<file path="src/rtl/sdo_pkg.sv">
package sdo_pkg;
    localparam int unsigned SDO_DATA_W     = 14;
    localparam int unsigned SDO_LEAD_ZEROS = 2;
    localparam int unsigned SDO_SYNC_STAGES = 2;

    typedef struct packed {
        logic rise;
        logic fall;
    } sclk_ev_t;
endpackage

</file>
<file path="src/rtl/sdo_edge_det.sv">
module sdo_edge_det
    import sdo_pkg::*;
#(
    parameter int unsigned STAGES = SDO_SYNC_STAGES
) (
    input  logic     clk,
    input  logic     rst_n,
    input  logic     sclk_in,
    output sclk_ev_t ev
);
    localparam int unsigned CHAIN_W = STAGES + 1;

    typedef struct packed {
        logic [CHAIN_W-1:0] chain;
    } edge_state_t;

    edge_state_t q, d;

    always_comb begin
        d = q;
        d.chain = {q.chain[CHAIN_W-2:0], sclk_in};
    end

    always_ff @(posedge clk or negedge rst_n) begin
        if (!rst_n) q <= '0;
        else        q <= d;
    end

    assign ev.rise = q.chain[STAGES-1] & ~q.chain[STAGES];
    assign ev.fall = ~q.chain[STAGES-1] & q.chain[STAGES];


    edge_excl_chk: assert property (@(posedge clk) disable iff (!rst_n)
        !(ev.rise && ev.fall));


    no_double_rise_chk: assert property (@(posedge clk) disable iff (!rst_n)
        ev.rise |=> !ev.rise);
endmodule

</file>
<file path="src/rtl/sdo_frame_ctl.sv">
module sdo_frame_ctl
    import sdo_pkg::*;
#(
    parameter int unsigned DATA_W = SDO_DATA_W,
    parameter int unsigned LEAD_Z = SDO_LEAD_ZEROS
) (
    input  logic              clk,
    input  logic              rst_n,
    input  sclk_ev_t          ev,
    input  logic              load_stb,
    input  logic [DATA_W-1:0] load_word,
    output logic              sdo,
    output logic              sdo_oe
);
    localparam int unsigned FRAME_W = DATA_W + LEAD_Z;
    localparam int unsigned CNT_W   = $clog2(FRAME_W + 1);
    localparam logic [CNT_W-1:0] LAST_FALL = CNT_W'(FRAME_W - 1);

    typedef struct packed {
        logic [DATA_W-1:0]  result;
        logic [FRAME_W-1:0] sh;
        logic [CNT_W-1:0]   falls;
        logic               active;
        logic               oe;
        logic               read_started;
        logic               overread;
        logic               parked;
    } frame_state_t;

    frame_state_t q, d;

    always_comb begin
        d = q;
        if (load_stb) begin
            d.result       = load_word;
            d.read_started = 1'b0;
            d.overread     = 1'b0;
            if (q.parked && !ev.rise) begin
                d.active = 1'b0;
                d.oe     = 1'b0;
                d.parked = 1'b0;
                d.sh     = '0;
                d.falls  = '0;
            end
        end
        if (ev.rise) begin
            d.parked = 1'b0;
            if (!q.active) begin
                d.active       = 1'b1;
                d.oe           = 1'b1;
                d.falls        = '0;
                d.sh           = {{LEAD_Z{1'b0}}, q.result};
                d.overread     = q.read_started & ~load_stb;
                d.read_started = 1'b1;
            end
        end
        if (ev.fall && q.active && !q.parked) begin
            if (q.falls == LAST_FALL) begin
                d.falls = '0;
                if (q.overread) begin
                    d.sh     = {{LEAD_Z{1'b0}}, q.result};
                    d.parked = 1'b1;
                end else begin
                    d.active = 1'b0;
                    d.oe     = 1'b0;
                    d.sh     = '0;
                end
            end else begin
                d.falls = q.falls + 1'b1;
                d.sh    = {q.sh[FRAME_W-2:0], 1'b0};
            end
        end
    end

    always_ff @(posedge clk or negedge rst_n) begin
        if (!rst_n) q <= '0;
        else        q <= d;
    end

    assign sdo    = q.sh[FRAME_W-1];
    assign sdo_oe = q.oe;


    oe_on_rise_chk: assert property (@(posedge clk) disable iff (!rst_n)
        $rose(sdo_oe) |-> $past(ev.rise));


    first_zero_chk: assert property (@(posedge clk) disable iff (!rst_n)
        $rose(sdo_oe) |-> !sdo);


    release_cause_chk: assert property (@(posedge clk) disable iff (!rst_n)
        $fell(sdo_oe) |-> ($past(ev.fall) || $past(load_stb)));


    bit_hold_chk: assert property (@(posedge clk) disable iff (!rst_n)
        (!ev.fall && !ev.rise && !load_stb) |=> $stable(sdo));


    count_range_chk: assert property (@(posedge clk) disable iff (!rst_n)
        q.falls <= LAST_FALL);
endmodule

</file>
<file path="src/rtl/sdo_frame_shifter.sv">
module sdo_frame_shifter
    import sdo_pkg::*;
#(
    parameter int unsigned DATA_W      = SDO_DATA_W,
    parameter int unsigned LEAD_Z      = SDO_LEAD_ZEROS,
    parameter int unsigned SYNC_STAGES = SDO_SYNC_STAGES
) (
    input  logic              clk,
    input  logic              rst_n,
    input  logic              sclk_in,
    input  logic              load_stb,
    input  logic [DATA_W-1:0] load_word,
    output logic              sdo,
    output logic              sdo_oe
);
    sclk_ev_t ev;

    sdo_edge_det #(.STAGES(SYNC_STAGES)) u_edge (
        .clk     (clk),
        .rst_n   (rst_n),
        .sclk_in (sclk_in),
        .ev      (ev)
    );

    sdo_frame_ctl #(.DATA_W(DATA_W), .LEAD_Z(LEAD_Z)) u_ctl (
        .clk       (clk),
        .rst_n     (rst_n),
        .ev        (ev),
        .load_stb  (load_stb),
        .load_word (load_word),
        .sdo       (sdo),
        .sdo_oe    (sdo_oe)
    );
endmodule

</file>
<file path="config.mk">
export PLATFORM = sky130hd
export DESIGN_NAME = sdo_frame_shifter
export DESIGN_NICKNAME = d
export VERILOG_FILES = /design/src/rtl/sdo_pkg.sv /design/src/rtl/sdo_edge_det.sv /design/src/rtl/sdo_frame_ctl.sv /design/src/rtl/sdo_frame_shifter.sv
export SDC_FILE = /design/constraint.sdc
export NUM_CORES = 1
export LEC_CHECK = 0
export BUFFER_PORTS_ARGS = -buffer_cell sky130_fd_sc_hd__clkbuf_2
export CAP_MARGIN = 20
export CORE_UTILIZATION = 40
export DETAILED_ROUTE_END_ITERATION = 6
export SLEW_MARGIN = 10
export SYNTH_ARGS = -nofsm -noshare
export SYNTH_HDL_FRONTEND = slang
export SYNTH_SLANG_ARGS = --single-unit
export TNS_END_PERCENT = 50
</file>
<file path="constraint.sdc">
create_clock -name clk -period 3.6 [get_ports clk]
set_input_delay 0.54 -clock clk [delete_from_list [all_inputs] [get_ports clk]]
set_output_delay 0.54 -clock clk [all_outputs]
set_load 0.1 [all_outputs]
</file>
==> out/results.ini <==
[route]
m1WireLength_um = 1330
vias = 1171
drtAntennaViolNets = 0
drt_iter0_drc = 41
drc = 0
viasPerCell = 5.07
top_layer_used = met4
route.detailed.wl_per_inst_um = 12.3
met3_length_um = 94
drt_wl_total_um = 2840
dr.pass1.iters = 4
met2_length_um = 1350

[setup_path]
ff2ff_path_depth = 4
start_kind = flop
r2r-end = u_ctl.q[10]
crit_type = flop to flop
timing.rr.start = u_ctl.q[5]
path_max_fanout = 14
cp-end-kind = flop
worstPathArrival_ps = 2170
required_ps = 3730
rrSetupSlack_ps = 1560

[cts]
cts_setup_buffers = 0
tritoncts = built
cts_resized = 0
cts.sinks = 43
clk-insertion-delay-late_ps = 290
path_clk_slew_ps = 80
cts_root_buffer = clkbuf_8
cts_hold_buffers = 0
cts.path.max_buffers = 2
cts_buffers = 5
htreeDepth = 2

[timing]
finalCritPeriodShare = 0.567
setup_tns_ps = 0
setup_viol = 0
rsz0062_at_grt = false
hold_ws_ps = 184
finalHoldViolCount = 0
tightest_slew_ps = 978
finClkSkew_ps = 9.71
relSlewSlack = 0.345
drv_slew = 0
timing.fmax_mhz = 490
finalCriticalPeriod_ps = 2040

[global_route]
grt_use_total = 0.149
grt_start_max_net_pins = 44
grt_pass1_vias = 1085
grt_pass1_wl_um = 4930
grt-ovfl-total = 0
antenna_found_initial = 0

[place]
dp_hpwl_um = 1950
routabilityCongestion = 0.703
io_buffer_count = 19
dpl.cell_count = 222

[final_layout]
diodes = 0
synthToLayoutAreaGrowth_pct = 12.5
nets = 199
fin_cells = 231
drive_gt1_frac = 0.182

[logic_synthesis]
synth_seq_area_share = 0.611
synth_cell_type_count = 27
yosysWarnings = 0
syn_nets = 180
synth_area_per_cell_um2 = 10.9
synth_top_area_cell = dfrtp_1
netlist_top_cells_area = dfrtp_1 61%, o21ai_0 8.2%, a22oi_1 5.5%
synth_seq_cells = 43
netlist_instances = 161
syn_area_um2 = 1760
synth_top_area_share = 0.611

[power_and_ir_drop]
peakVddDrop_uv = 326
switching_power_mw = 0.292
intPower_mw = 0.770
p_clk_frac = 0.294
combPwrFrac = 0.151
swShare = 0.275
p_leak_nw = 0.936
sequentialPowerShare = 0.555
p_per_area_nw_per_um2 = 536

[floorplan]
die_area_um2 = 4670
coreArea_um2 = 4120
initial_core_util = 0.428
num_rows = 23
die_x_um = 68.3
die_h_um = 68.3
io-pin-count = 20

[job]
max-cap-violations = 0

[min_path]
min_path_type = input pin to async pin

[run_status]
status = finished, final reports clean

## worst max-delay path by stage
stage	start	end	slack, ps	cells after the start
after global routing	u_ctl.q[5]	u_ctl.q[21]	1420	4
after detailed placement	load_stb	u_ctl.q[8]	1500	4
after global placement	load_stb	u_ctl.q[8]	1560	4
final	u_ctl.q[5]	u_ctl.q[10]	1560	4
after CTS	u_ctl.q[5]	u_ctl.q[10]	1510	4
after floorplan	u_ctl.q[5]	u_ctl.q[14]	2020	5
## kinds of logic after synthesis
| logic type | Yosys count | share of synthesized area |
|---|---|---|
| xor+xnor | 1 | 0.00498 |
| mux | 1 | 0.00640 |
| flops | 43 | 0.611 |
| fa+ha+maj | 1 | 0.00711 |
| compound gates | 53 | 0.195 |
| buf+inv | 24 | 0.0661 |
| simple gates | 38 | 0.109 |
## per-stage QoR
step           total power [mW]   util  instance area, um2  worst slack (ps)
2_1_floorplan             0.714      -                1760              2020
3_3_place_gp              0.751  0.453                1870              1560
3_5_place_dp              0.760  0.453                1870              1500
4_1_cts                    1.08  0.476                1960              1510
5_1_grt                    1.13  0.481                1980              1420
6_report                   1.06  0.481                1980              1560
## power by group through the flow
| stage | Clock [mW] | Sequential [mW] | Combinational, mW |
|---|---|---|---|
| 5_1_grt | 0.345 | 0.597 | 0.183 |
| 3_3_place_gp | 0 | 0.596 | 0.156 |
| 2_1_floorplan | 0 | 0.620 | 0.0939 |
| 4_1_cts | 0.324 | 0.590 | 0.161 |
| 6_report | 0.313 | 0.589 | 0.160 |
| 3_5_place_dp | 0 | 0.598 | 0.162 |
## cells in the final DEF (no fill, tap or decap)
cell / count
nor2b_4: 1
nor2_1: 4
mux2_2: 1
clkinv_4: 1
a22o_1: 4
buf_12: 1
nor3b_2: 1
and3_1: 1
a21o_2: 1
clkbuf_1: 1
ha_1: 1
nand3_1: 4
nand3b_1: 1
a22oi_1: 13
o21ai_0: 29
and4b_1: 1
clkbuf_8: 6
a21oi_1: 3
inv_1: 15
nand2b_1: 2
nor4bb_1: 1
clkbuf_2: 19
xnor2_1: 1
nor2b_1: 1
a41oi_1: 1
dfrtp_1: 43
buf_4: 1
a311oi_4: 1
nand2_1: 21
a31oi_1: 1
## routing by layer
layer / up-vias / GRT usage
met5: - / 0
met4: 0 / 0.0781
met3: 7 / 0.0400
met2: 17 / 0.232
met1: 556 / 0.188
li1: 591 / -
## critical path, cell delays in order, from the launching register on
cell	delay (ps)
dfrtp_1	410
ha_1	230
and4b_1	280
a31oi_1	770
o21ai_0	190
## cell usage after synthesis
master     n
nor2b_4    1
ha_1       1
nand3b_1   1
nor3b_2    1
xnor2_1    1
nor2_1     4
nand2b_1   2
o21ai_0   29
buf_6      3
and3_1     1
a22o_1     4
a21o_2     1
nor4bb_1   1
nor2b_1    1
clkbuf_1   5
a41oi_1    1
a31oi_1    1
mux2_2     1
inv_1     15
a311oi_4   1
buf_4      1
and4b_1    1
a21oi_1    3
nand3_1    4
dfrtp_1   43
nand2_1   21
a22oi_1   13
## sequential cells by signal, summed over array words and instances (netlist names)
name	count
u_edge.q	3
u_ctl.sdo	1
u_ctl.sdo_oe	1
u_ctl.q	38
## area by class of cell
cell class / instances / area, um2
Inverter: 15 / 56.3
Fill cell: 393 / 2130
Clock buffer: 7 / 86.3
Clock inverter: 1 / 8.76
Tap cell: 50 / 62.6
Sequential cell: 43 / 1080
Multi-Input combinational cell: 94 / 568
Timing Repair Buffer: 21 / 123
Power figures use the tool's default switching activity.
